## config.mk

```make
export PLATFORM = sky130hd
export DESIGN_NAME = ldimm_agu
export DESIGN_NICKNAME = d
export VERILOG_FILES = /design/src/rtl/ldimm_pkg.sv /design/src/rtl/ldimm_decode.sv /design/src/rtl/ldimm_agen.sv /design/src/rtl/ldimm_ctrl.sv /design/src/rtl/ldimm_agu.sv
export SDC_FILE = /design/constraint.sdc
export NUM_CORES = 1
export LEC_CHECK = 0
export ABC_AREA = 1
export BUFFER_PORTS_ARGS = -buffer_cell sky130_fd_sc_hd__buf_2
export CAP_MARGIN = 25
export CELL_PAD_IN_SITES_DETAIL_PLACEMENT = 0
export CELL_PAD_IN_SITES_GLOBAL_PLACEMENT = 1
export CORE_UTILIZATION = 40
export DETAILED_ROUTE_END_ITERATION = 8
export PLACE_DENSITY_LB_ADDON = 0.08
export SETUP_SLACK_MARGIN = 0.05
export SYNTH_ARGS = -nofsm -noshare
export SYNTH_HDL_FRONTEND = slang
export SYNTH_SLANG_ARGS = --single-unit
```

## constraint.sdc

```tcl
create_clock -name clk -period 4.55 [get_ports clk]
set_input_delay 0.455 -clock clk [delete_from_list [all_inputs] [get_ports clk]]
set_output_delay 0.455 -clock clk [all_outputs]
set_load 0.02 [all_outputs]
```

## src/rtl/ldimm_pkg.sv

```systemverilog
package ldimm_pkg;
  localparam int XLEN      = 64;
  localparam int IDX_W     = 5;
  localparam int IMM_S_W   = 9;
  localparam int IMM_U_W   = 12;
  localparam int SP_INDEX  = 31;

  typedef enum logic [1:0] {
    FORM_POST = 2'd0,
    FORM_PRE  = 2'd1,
    FORM_UOFF = 2'd2,
    FORM_NONE = 2'd3
  } form_e;

  typedef struct packed {
    logic             legal;
    form_e            form;
    logic             is64;
    logic [IDX_W-1:0] rn;
    logic [IDX_W-1:0] rt;
    logic [XLEN-1:0]  offset;
    logic             wb_en;
    logic             base_sp;
  } dec_t;
endpackage

```

## src/rtl/ldimm_decode.sv

```systemverilog
module ldimm_decode
  import ldimm_pkg::*;
(
  input  logic [31:0] word,
  output dec_t        dec
);
  logic       common_ok;
  logic       size_ok;
  logic       idx_shape;
  logic       is_post;
  logic       is_pre;
  logic       is_uoff;
  logic [1:0] scale;
  logic [XLEN-1:0] off_s;
  logic [XLEN-1:0] off_u;

  // fixed fields shared by all three forms
  assign common_ok = (word[29:27] == 3'b111) && !word[26] && (word[23:22] == 2'b01);
  assign size_ok   = word[31];
  assign scale     = word[31:30];

  assign idx_shape = (word[25:24] == 2'b00) && !word[21];
  assign is_post   = idx_shape && (word[11:10] == 2'b01);
  assign is_pre    = idx_shape && (word[11:10] == 2'b11);
  assign is_uoff   = (word[25:24] == 2'b01);

  assign off_s = {{(XLEN-IMM_S_W){word[20]}}, word[20:12]};
  assign off_u = {{(XLEN-IMM_U_W){1'b0}}, word[21:10]} << scale;

  always_comb begin
    dec.legal   = common_ok && size_ok && (is_post || is_pre || is_uoff);
    dec.is64    = word[30];
    dec.rn      = word[9:5];
    dec.rt      = word[4:0];
    dec.base_sp = (word[9:5] == IDX_W'(SP_INDEX));
    if (is_post) begin
      dec.form   = FORM_POST;
      dec.offset = off_s;
    end else if (is_pre) begin
      dec.form   = FORM_PRE;
      dec.offset = off_s;
    end else if (is_uoff) begin
      dec.form   = FORM_UOFF;
      dec.offset = off_u;
    end else begin
      dec.form   = FORM_NONE;
      dec.offset = '0;
    end
    // write-back only in increment forms, dropped on base/destination overlap
    dec.wb_en = (is_post || is_pre) &&
                !((word[9:5] == word[4:0]) && (word[9:5] != IDX_W'(SP_INDEX)));
  end

  always_comb begin
    if (dec.legal && dec.form == FORM_UOFF)
      AST_UOFF_WORD_MULT : assert (dec.offset[1:0] == 2'b00);
  end
endmodule

```

## src/rtl/ldimm_agen.sv

```systemverilog
module ldimm_agen
  import ldimm_pkg::*;
#(
  parameter int AW        = XLEN,
  parameter int ALIGN_LG2 = 4
) (
  input  form_e         form,
  input  logic          base_sp,
  input  logic [AW-1:0] offset,
  input  logic [AW-1:0] gpr_base,
  input  logic [AW-1:0] sp_base,
  output logic [AW-1:0] req_addr,
  output logic [AW-1:0] wb_addr,
  output logic          misalign
);
  logic [AW-1:0] base;
  logic [AW-1:0] sum;

  assign base     = base_sp ? sp_base : gpr_base;
  assign sum      = base + offset;
  assign wb_addr  = sum;
  assign req_addr = (form == FORM_POST) ? base : sum;
  assign misalign = base_sp && (|base[ALIGN_LG2-1:0]);
endmodule

```

## src/rtl/ldimm_ctrl.sv

```systemverilog
module ldimm_ctrl
  import ldimm_pkg::*;
#(
  parameter int AW = XLEN
) (
  input  logic             clk,
  input  logic             rst_n,
  input  logic             in_valid,
  output logic             in_ready,
  input  logic [31:0]      in_word,
  output logic [31:0]      word_q,
  input  logic             legal,
  input  logic             is64,
  input  logic [IDX_W-1:0] rn,
  input  logic [IDX_W-1:0] rt,
  input  logic             wb_en,
  input  logic             base_sp,
  input  logic [AW-1:0]    req_addr,
  input  logic [AW-1:0]    wb_addr,
  input  logic             misalign,
  output logic             mreq_valid,
  input  logic             mreq_ready,
  output logic [AW-1:0]    mreq_addr,
  output logic             mreq_dw,
  input  logic             mrsp_valid,
  output logic             mrsp_ready,
  input  logic [AW-1:0]    mrsp_data,
  output logic             dst_we,
  output logic [IDX_W-1:0] dst_idx,
  output logic [AW-1:0]    dst_data,
  output logic             base_we,
  output logic             base_is_sp,
  output logic [IDX_W-1:0] base_idx,
  output logic [AW-1:0]    base_data,
  output logic             flt_align,
  output logic             flt_undef
);
  typedef enum logic [1:0] {S_IDLE, S_ADDR, S_REQ, S_WAIT} state_e;
  localparam int HALF = AW / 2;

  state_e           state;
  logic [AW-1:0]    addr_q;
  logic [AW-1:0]    wbv_q;
  logic             wb_q;
  logic             dw_q;
  logic [IDX_W-1:0] rt_q;
  logic [IDX_W-1:0] rn_q;
  logic             sp_q;

  assign in_ready   = (state == S_IDLE);
  assign mreq_valid = (state == S_REQ);
  assign mrsp_ready = (state == S_WAIT);
  assign mreq_addr  = addr_q;
  assign mreq_dw    = dw_q;
  assign dst_idx    = rt_q;
  assign base_idx   = rn_q;
  assign base_is_sp = sp_q;

  always_ff @(posedge clk) begin
    if (!rst_n) begin
      state     <= S_IDLE;
      word_q    <= '0;
      addr_q    <= '0;
      wbv_q     <= '0;
      wb_q      <= 1'b0;
      dw_q      <= 1'b0;
      rt_q      <= '0;
      rn_q      <= '0;
      sp_q      <= 1'b0;
      dst_we    <= 1'b0;
      dst_data  <= '0;
      base_we   <= 1'b0;
      base_data <= '0;
      flt_align <= 1'b0;
      flt_undef <= 1'b0;
    end else begin
      dst_we    <= 1'b0;
      base_we   <= 1'b0;
      flt_align <= 1'b0;
      flt_undef <= 1'b0;
      case (state)
        S_IDLE: begin
          if (in_valid) begin
            word_q <= in_word;
            state  <= S_ADDR;
          end
        end
        S_ADDR: begin
          if (!legal) begin
            flt_undef <= 1'b1;
            state     <= S_IDLE;
          end else if (misalign) begin
            flt_align <= 1'b1;
            state     <= S_IDLE;
          end else begin
            addr_q <= req_addr;
            wbv_q  <= wb_addr;
            wb_q   <= wb_en;
            dw_q   <= is64;
            rt_q   <= rt;
            rn_q   <= rn;
            sp_q   <= base_sp;
            state  <= S_REQ;
          end
        end
        S_REQ: begin
          if (mreq_ready) state <= S_WAIT;
        end
        S_WAIT: begin
          if (mrsp_valid) begin
            dst_we    <= 1'b1;
            dst_data  <= dw_q ? mrsp_data : {{HALF{1'b0}}, mrsp_data[HALF-1:0]};
            base_we   <= wb_q;
            base_data <= wbv_q;
            state     <= S_IDLE;
          end
        end
        default: state <= S_IDLE;
      endcase
    end
  end

  AST_REQ_STABLE : assert property (@(posedge clk) disable iff (!rst_n)
    (mreq_valid && !mreq_ready) |=> (mreq_valid && $stable(mreq_addr) && $stable(mreq_dw)));
  AST_BUSY_NO_ACCEPT : assert property (@(posedge clk) disable iff (!rst_n)
    in_ready |-> (!mreq_valid && !mrsp_ready));
  AST_WE_SINGLE : assert property (@(posedge clk) disable iff (!rst_n)
    dst_we |=> !dst_we);
  AST_BASE_WITH_DST : assert property (@(posedge clk) disable iff (!rst_n)
    base_we |-> dst_we);
  AST_NO_OVERLAP_WB : assert property (@(posedge clk) disable iff (!rst_n)
    base_we |-> (base_is_sp || (base_idx != dst_idx)));
  AST_FAULT_QUIET : assert property (@(posedge clk) disable iff (!rst_n)
    flt_align |-> (!mreq_valid && !dst_we && !base_we));
  AST_UNDEF_QUIET : assert property (@(posedge clk) disable iff (!rst_n)
    flt_undef |-> (!mreq_valid && !dst_we && !flt_align));
endmodule

```

## src/rtl/ldimm_agu.sv

```systemverilog
module ldimm_agu
  import ldimm_pkg::*;
(
  input  logic             clk,
  input  logic             rst_n,
  input  logic             in_valid,
  output logic             in_ready,
  input  logic [31:0]      in_word,
  output logic [IDX_W-1:0] rf_rd_idx,
  input  logic [XLEN-1:0]  rf_rd_data,
  input  logic [XLEN-1:0]  sp_value,
  output logic             mreq_valid,
  input  logic             mreq_ready,
  output logic [XLEN-1:0]  mreq_addr,
  output logic             mreq_dw,
  input  logic             mrsp_valid,
  output logic             mrsp_ready,
  input  logic [XLEN-1:0]  mrsp_data,
  output logic             dst_we,
  output logic [IDX_W-1:0] dst_idx,
  output logic [XLEN-1:0]  dst_data,
  output logic             base_we,
  output logic             base_is_sp,
  output logic [IDX_W-1:0] base_idx,
  output logic [XLEN-1:0]  base_data,
  output logic             flt_align,
  output logic             flt_undef
);
  logic [31:0]     word_q;
  dec_t            dec;
  logic [XLEN-1:0] req_addr;
  logic [XLEN-1:0] wb_addr;
  logic            misalign;

  assign rf_rd_idx = dec.rn;

  ldimm_decode u_dec (
    .word (word_q),
    .dec  (dec)
  );

  ldimm_agen #(.AW(XLEN), .ALIGN_LG2(4)) u_agen (
    .form     (dec.form),
    .base_sp  (dec.base_sp),
    .offset   (dec.offset),
    .gpr_base (rf_rd_data),
    .sp_base  (sp_value),
    .req_addr (req_addr),
    .wb_addr  (wb_addr),
    .misalign (misalign)
  );

  ldimm_ctrl #(.AW(XLEN)) u_ctrl (
    .clk        (clk),
    .rst_n      (rst_n),
    .in_valid   (in_valid),
    .in_ready   (in_ready),
    .in_word    (in_word),
    .word_q     (word_q),
    .legal      (dec.legal),
    .is64       (dec.is64),
    .rn         (dec.rn),
    .rt         (dec.rt),
    .wb_en      (dec.wb_en),
    .base_sp    (dec.base_sp),
    .req_addr   (req_addr),
    .wb_addr    (wb_addr),
    .misalign   (misalign),
    .mreq_valid (mreq_valid),
    .mreq_ready (mreq_ready),
    .mreq_addr  (mreq_addr),
    .mreq_dw    (mreq_dw),
    .mrsp_valid (mrsp_valid),
    .mrsp_ready (mrsp_ready),
    .mrsp_data  (mrsp_data),
    .dst_we     (dst_we),
    .dst_idx    (dst_idx),
    .dst_data   (dst_data),
    .base_we    (base_we),
    .base_is_sp (base_is_sp),
    .base_idx   (base_idx),
    .base_data  (base_data),
    .flt_align  (flt_align),
    .flt_undef  (flt_undef)
  );
endmodule

```

==> results of run 1 <==
-- worst max path at each step --
stage	slack [ps]	cells past startpoint	start	end
after floorplan	1580	23	u_ctrl.word_q[9]	u_ctrl.mreq_addr[58]
after CTS	490	21	u_ctrl.word_q[9]	u_ctrl.wbv_q[45]
after global routing	150	21	u_ctrl.word_q[8]	u_ctrl.wbv_q[45]
after global placement	520	21	u_ctrl.word_q[9]	u_ctrl.wbv_q[45]
final	410	21	u_ctrl.word_q[9]	u_ctrl.wbv_q[45]
after detailed placement	480	21	u_ctrl.word_q[9]	u_ctrl.wbv_q[45]
-- cell usage after synthesis (all sizes together) --
library cell,number,share of area
buf,42,0.016
nand2,814,0.17
o41ai,1,0.0015
mux2i,3,0.0016
nor4,5,0.0017
a21oi,233,0.063
nor3,17,0.0051
dfxtp,307,0.33
o22ai,2,0.00068
xnor2,8,0.0038
o21ai,241,0.065
o221ai,9,0.0043
and3,1,0.00034
a31oi,33,0.011
o21a,1,0.00041
o211ai,53,0.022
a221oi,1,0.00047
a21o,2,0.00081
nand3b,7,0.0028
clkbuf,102,0.021
a211oi,2,0.00081
ha,47,0.032
a22oi,1,0.00041
xor2,19,0.0090
o21bai,7,0.0028
inv,365,0.074
clkinv,2,0.00041
nor2,391,0.082
nand4,21,0.0071
and2,5,0.0017
or2,2,0.00068
nand3,240,0.067
-- flip-flops by register name, summed over array words and instances (netlist names), named ones only --
| register | cells |
|---|---|
| u_ctrl.dst_data | 64 |
| u_ctrl.word_q | 32 |
| u_ctrl.flt_undef | 1 |
| u_ctrl.base_is_sp | 1 |
| u_ctrl.base_idx | 5 |
| u_ctrl.mreq_addr | 64 |
| u_ctrl.wbv_q | 64 |
| u_ctrl.base_we | 1 |
| u_ctrl.flt_align | 1 |
| u_ctrl.base_data | 64 |
| u_ctrl.state | 1 |
| u_ctrl.mreq_dw | 1 |
| u_ctrl.dst_idx | 5 |
| u_ctrl.dst_we | 1 |
| u_ctrl.wb_q | 1 |
-- final cells by class --
class	count	share of cell area
sequential	307	0.2744
timing repair buffer	481	0.1172
inverter	367	0.06183
clock buffer	52	0.04653
clock inverter	12	0.006591
multi-input combinational	2166	0.4600
tap	600	0.03351
-- placed cells by master (no fill, tap or decap), drive strengths merged, types with 2 or more instances in the layout --
| cell type | instances |
|---|---|
| nand2 | 814 |
| buf | 481 |
| nor2 | 391 |
| inv | 364 |
| dfxtp | 307 |
| o21ai | 241 |
| nand3 | 240 |
| a21oi | 233 |
| o211ai | 53 |
| clkbuf | 52 |
| ha | 47 |
| a31oi | 33 |
| nand4 | 21 |
| xor2 | 19 |
| nor3 | 17 |
| clkinv | 14 |
| o221ai | 9 |
| xnor2 | 8 |
| o21bai | 7 |
| nand3b | 7 |
| nor4 | 5 |
| and2 | 5 |
| mux2i | 3 |
| a21o | 2 |
| o22ai | 2 |
| a211oi | 2 |
| or2 | 2 |
-- report_power, final --
| part | internal [µW] | switching [µW] | total, µW |
|---|---|---|---|
| combinational | 340 | 797 | 1140 |
| sequential | 2750 | 42.8 | 2790 |
| clock | 1680 | 1260 | 2940 |
-- kinds of logic (layout without fill, tap and decap cells) --
kind of cell,Yosys count,in the layout
fa+ha+maj,47,47
compound gates,586,586
xor+xnor,27,27
buf+inv,511,912
flops,307,307
mux,3,3
simple gates,1503,1503
-- stage by stage --
step	hold slack [ps]	util	worst slack, ps	instances
after floorplan	424.7	-	1584	2984
after global placement	443.0	0.4646	522.6	3918
after detailed placement	438.5	0.4664	479.0	3921
after CTS	91.82	0.4925	485.3	3985
after global routing	109.0	0.4925	152.8	3985
final	114.3	0.4925	410.2	3985
-- tightest hold or removal path, delay by kind of cell --
kind          cells  cell delay, ps
simple gates      2             110
buf+inv           1              70
-- per-layer routing --
layer / wire length (µm) / track usage / vias to the layer above
met2: 39110 / 0.5871 / 840
met1: 34580 / 0.4266 / 9887
li1: - / - / 10370
met3: 4823 / 0.04221 / 190
met5: 0 / 0 / -
met4: 5406 / 0.2042 / 0
==> summary.md, run 1 <==
The run finished with clean final reports. Clock-pin slew was measured on the worst setup and hold paths at 60 ps. In this run, post-CTS hold repair placed 0 buffers. Worst hold path startpoint: mrsp_data[22].

Counting every net in the synthesized netlist gives 3,260. IR analysis of the VDD net gives a maximum drop of 0.2548 mV. Count of unique library cells instantiated by Yosys: 46. The root buffer cell chosen for the clock tree is sky130_fd_sc_hd__clkbuf_16.

Dividing total power by cell area gives a power density of 306.4 nW/µm². The run gives 0 as the total of cells resized after clock tree synthesis. Synthesis inferred 307 register bits. Setup violations remaining at the end of the flow were counted as 0. After technology mapping, the gate count stands at 2,984.

After floorplanning, the core was sized to cover 45,480 µm². The overall fraction of global-route tracks in use came out at 0.3483. The worst register-to-register path ends at u_ctrl.wbv_q[45]. The largest delay contributor family on the critical path was simple AND/OR/NAND/NOR gates. Simple-gate area share of the yosys netlist: 0.3366.

Worst relative slew slack: 0.3120. The worst clock skew on the final layout was 27.63 ps; the warning count from the yosys run was 0. Measured along the x axis, the die boundary spans 216.9 µm. In this run the register-to-register setup slack is 410 ps.

With fillers left out, the area of the finished cells amounts to 22,400 µm². Entering global routing, the biggest net connects 103 pins. STA classifies the critical path endpoint as a flip-flop. The detail route stage leaves a number of antenna-violating nets equal to 0.

For this run the aggregate overflow at the end of global routing stands at 0. Setup repair after global routing left no endpoint under its margin. The antenna diode count came out at 0. For the area of the die, the log shows 47,060 µm². The first global-routing pass estimated 123.8 mm of wire. The compound-gate portion of the synthesized area is 0.1737, and the boundary pin count is 445. The run gives 21,290 as the detailed-route via count. The tool flagged a number of max-cap violations equal to 0. For the area used by multi-input combinational logic, the log shows 10,300 µm². After the first detailed-routing iteration, the DRC count stood at 1,857.

Data arrives at the worst endpoint at 4600 ps. Number of vias per cell: 5.342. The worst setup path is launched from a flip-flop. The maximum buffer depth of the clock tree was 3; the synthesized-area fraction occupied by adder cells was 0.03182.

Critical path class: reg -> reg. The tools report the total design power as 6864 µW. For the pin with the worst max-slew slack, the measured transition is 1032 ps. The mapped netlist covers 18,480 µm². The cell seen most often among critical-path stages was sky130_fd_sc_hd__nand2_1. The number of antenna violations at the first check in global routing was 1; the via count of the first global-routing pass was 20,250. The mux share of post-synthesis cell area came out at 0.001625. After detailed routing, the average wire length per cell comes to 21.06 µm.

The sequential cell area is 6146 µm². The delay contributed by the slowest stage of the critical path was 440 ps. TritonCTS built the clock tree. The ratio of final minimum period to clock period is 0.9098, and the standard-cell row count is 78. Area overhead of the layout relative to synthesis: 21.22%. The post-route minimum period came out at 4140 ps. After clock tree synthesis, the setup repair step added 0 buffers. The tools report the sink of the worst hold path as u_ctrl.dst_data[22].

The critical path required time was 5010 ps; the overall die height was 216.9 µm. The dominant combinational cell family by area after synthesis is simple AND/OR/NAND/NOR gates. For the final routed database, the setup TNS stands at 0 ps. Share of synthesized area occupied by flip-flops and latches: 0.3326. Initial standard-cell utilization of the core: 0.4063.

For this design, the slowest cell found on the critical path is sky130_fd_sc_hd__ha_1. CTS built an H-tree with a depth of 2. For this run, design rule violations remaining after detail routing come to 0.

In this run the worst hold path is classified as in -> reg. Buffers placed on the I/O ports in this run total 444. Measured in cells, the most critical reg-to-reg path has a length of 21. The first TritonRoute pass finished after 6 iterations. After legalization and detailed placement, the total HPWL measured 65.83 mm. The placed instances occupy a cell area of 21,210 µm². The max-slew violation count was 0. The later pin in the worst-skew pair is clocked with a latency of 570 ps. The startpoint identified for the worst register-to-register timing path is u_ctrl.word_q[9]. The net count of the finished layout was 3,636; the total routed wirelength was 83.91 mm. The hold-critical path depth works out to 3. Together, buffers and inverters on the worst path number 3.

The top fanout value on the critical path came out at 43. Traced cell by cell, the critical path runs through nand2_2 > nor2_4 > nand2_4 > o21ai_1 > inv_1 > ha_1 > nand3_1 > nand2_1 > inv_1 > nand2_1 > nand2_1 > nand2_1 > nand2_1 > nand2_1 > nand2_1 > nand2_1 > nand2_1 > nand3_1 > nand3_1 > o211ai_1 > inv_1. Placer congestion estimate: 1.065.

The filler cell count in the final layout came out at 4,982. The post-synthesis area per instance works out to 6.193 µm². The clock sink count came out at 307. The post-synthesis xor/xnor area fraction is 0.01280.

The layout cell share with drive strength beyond 1 was 0.1731. In this run the static leakage power is 0.01222 µW. The logs give 0 for the number of hold-slack violations in the final timing report and 37 for the CTS buffer count. Based on the critical path, the design can be clocked at up to 241.6 MHz.
(Power assumes the default switching activity.)
==> run 2: changes to the inputs <==
--- a/config.mk
+++ b/config.mk
@@ -13,6 +13,7 @@
 export CORE_UTILIZATION = 40
 export DETAILED_ROUTE_END_ITERATION = 8
 export PLACE_DENSITY_LB_ADDON = 0.08
+export REMOVE_ABC_BUFFERS = 1
 export SETUP_SLACK_MARGIN = 0.05
 export SYNTH_ARGS = -nofsm -noshare
 export SYNTH_HDL_FRONTEND = slang
==> run 2 against run 1 <==
Compared with the run above: register-to-register slack gained 40 ps; sequential power about the same; critical path depth shrank 5; critical path type unchanged; largest power group unchanged; clock skew decreased by 3.4 ps; clock-buffer cell count down 1; non-clock buffer count down 8; clock power is essentially flat; wire length decreased by 13%; combinational power decreased by 5%.
==> summary.md, run 2 (synthesis gave the netlist of run 1 again) <==
After detailed routing, the average wire length per cell comes to 18.43 µm. The tools report the total number of H-tree levels as 2. On the worst path, the slowest cell contributes a delay of 750 ps.

At the worst endpoint, the required time is 4960 ps. The total routed wirelength is 73.30 mm, and the initial standard-cell utilization of the core is 0.4063. The ratio of final minimum period to clock period was 0.9020. For the setup slack at placement, the log shows 499.1 ps. For the number of antenna violations at the first check in global routing, the log shows 1.

The library cells used most frequently in the layout, excluding fill and tap cells, are 799 x sky130_fd_sc_hd__nand2_1, 443 x sky130_fd_sc_hd__buf_2, 376 x sky130_fd_sc_hd__nor2_1, 359 x sky130_fd_sc_hd__inv_1, 307 x sky130_fd_sc_hd__dfxtp_1. The layout cell share with drive strength beyond 1 was 0.1723; the total power per unit cell area was 305.3 nW/µm². The placed instances occupy a cell area of 21,090 µm². For the total core area, the log shows 45,480 µm².

The critical path contains buffers and inverters numbering 2 combined. The top fanout value on the critical path was 23; the first-pass iteration count of the detailed router was 6. In this run, CTS created clock tree buffers numbering 35. The tools report the sequential cell area as 6146 µm². The overall fraction of global-route tracks in use is 0.3037. The cell seen most often among critical-path stages is sky130_fd_sc_hd__nand2_1. The placer congestion estimate is 0.9918, and the worst clock skew on the final layout is 24.25 ps. For the pin with the worst max-slew slack, the measured transition is 1089 ps.

The final instance area is 22,300 µm². Walking the worst path, the cells encountered are nand3_2 > nor2_4 > buf_4 > nand2_1 > nand2_1 > ha_1 > nand2_1 > nor2_1 > inv_1 > nor4_1 > and2_1 > nand2_1 > nand3_1 > nand3_1 > nand2_1 > a21oi_1. Once routing completed, OpenROAD measured the worst setup slack at 445.7 ps. For the wire length of the first global-routing pass, the log shows 111.2 mm. For the insertion delay of the later-clocked pin in the worst-skew pair, the log shows 560 ps. The tool flagged a number of max-cap violations equal to 0. The largest delay contributor family on the critical path was simple AND/OR/NAND/NOR gates. The logs give 0 for the number of failing setup endpoints in the final timing report and 0 for the post-route antenna net violation count. The flow ran to the end, and the final reports show no timing, DRC or antenna violations. The total design power was 6809 µW. The logs give 243.6 MHz for the timing-limited maximum frequency and 450 ps for the register-to-register path setup slack.

Data arrives at the worst endpoint at 4510 ps. The total half-perimeter wirelength after legalization and detailed placement was 56.13 mm. Adding up every negative setup slack in the final design gives 0 ps.

Across all layers, the routed design uses 20,690 vias. The aggregate global routing overflow was 0. The critical path class was reg -> reg.

The logs give 307 for the clock sink count and 3 for the maximum buffer depth of the clock tree. For this design, the CTS-stage hold fixing added 0 buffers. The buffer count from post-CTS setup fixing was 0. Library cell used as clock root buffer: sky130_fd_sc_hd__clkbuf_16. The die covers 47,060 µm².

The count of routing violations after the opening detailed-route iteration was 1,759; the clock-pin slew of the registers on the worst-case setup and hold paths was 60 ps. The number of hold-slack violations in the final timing report is 0, and the port buffer count is 444. The overall die height was 216.9 µm.

The die is 216.9 µm wide. The max-slew violation count came out at 0. The logs give 78 for the standard-cell row count and 104 for the pin count of the biggest net entering global routing.

In the final layout, the multi-input gates occupy 10,300 µm². The run gives 0.2739 as the worst relative slew slack. Setup repair after global routing left no endpoint under its margin. Leaving out fill and tap cells, the most frequent cell in the layout is sky130_fd_sc_hd__nand2_1.

The worst path in the final design needs a cycle of 4104 ps, including I/O delays and setup. The slowest cell on the critical path was sky130_fd_sc_hd__nor4_1. Relative to the synthesized area, the layout overhead comes to 20.70%. Path class of the lowest-slack min-delay path: in -> reg. Post-CTS repair changed the size of 0 cells.

Across the VDD grid, the largest voltage drop is 0.2785 mV. The net count of the finished layout is 3,626. The endpoint class of the critical path is a flip-flop.

The filler cell count in the final layout is 4,854. The analysis attributes to cell leakage a power of 0.01217 µW. 0 antenna diodes ended up in the layout. In the routed layout, each cell is associated on average with a via count of 5.203.

The tools report the via count of the first global-routing pass as 19,660. The startpoint type of the worst setup path was a flip-flop. For this design the top-level I/O count stands at 445. TritonCTS built the clock tree. The number of remaining DRC errors came out at 0.
-- run 2: worst paths after layout --
| kind | startpoint | endpoint | cells past startpoint |
|---|---|---|---|
| worst min-delay path | mrsp_data[0] | u_ctrl.dst_data[0] | 3 |
| worst min register to register | u_ctrl.mreq_addr[27] | u_ctrl.mreq_addr[27] | 2 |
| worst max register to register | u_ctrl.word_q[8] | u_ctrl.mreq_addr[53] | 16 |
| worst max-delay path | u_ctrl.word_q[8] | u_ctrl.mreq_addr[53] | 16 |
-- run 2: final cells by class --
type	instances	share of cell area
Clock buffer	51	0.04690
Clock inverter	13	0.007349
Inverter	367	0.06210
Multi-Input combinational cell	2166	0.4620
Sequential cell	307	0.2756
Tap cell	600	0.03366
Timing Repair Buffer	473	0.1125
-- run 2: layer usage --
| layer | wire length [µm] | GRT usage |
|---|---|---|
| met3 | 4980 | 0.04962 |
| met1 | 33840 | 0.4093 |
| met5 | 13 | 0 |
| met4 | 1829 | 0.09296 |
| met2 | 32640 | 0.4950 |
-- run 2: worst register-to-register path, cell delays in order (launching register included) --
cell and delay [ps]:
sky130_fd_sc_hd__dfxtp_1 450, sky130_fd_sc_hd__nand3_2 170, sky130_fd_sc_hd__nor2_4 580, sky130_fd_sc_hd__buf_4 350, sky130_fd_sc_hd__nand2_1 110, sky130_fd_sc_hd__nand2_1 80, sky130_fd_sc_hd__ha_1 280, sky130_fd_sc_hd__nand2_1 130
sky130_fd_sc_hd__nor2_1 170, sky130_fd_sc_hd__inv_1 80, sky130_fd_sc_hd__nor4_1 750, sky130_fd_sc_hd__and2_1 230, sky130_fd_sc_hd__nand2_1 140, sky130_fd_sc_hd__nand3_1 150, sky130_fd_sc_hd__nand3_1 90, sky130_fd_sc_hd__nand2_1 120
sky130_fd_sc_hd__a21oi_1 60
-- run 2: per-stage QoR --
step | hold slack [ps] | std cells | util
after global routing | 121.0 | 3977 | 0.4904
final | 123.5 | 3977 | 0.4904
after CTS | 105.6 | 3977 | 0.4904
after floorplan | 424.7 | 2840 | -
after global placement | 440.0 | 3913 | 0.4638
after detailed placement | 453.0 | 3913 | 0.4638
-- run 2: power by group --
part / internal (µW) / switching [µW] / total, µW
Combinational: 333 / 748 / 1080
Sequential: 2750 / 43.2 / 2790
Clock: 1730 / 1210 / 2940
Total: 4810 / 2000 / 6810
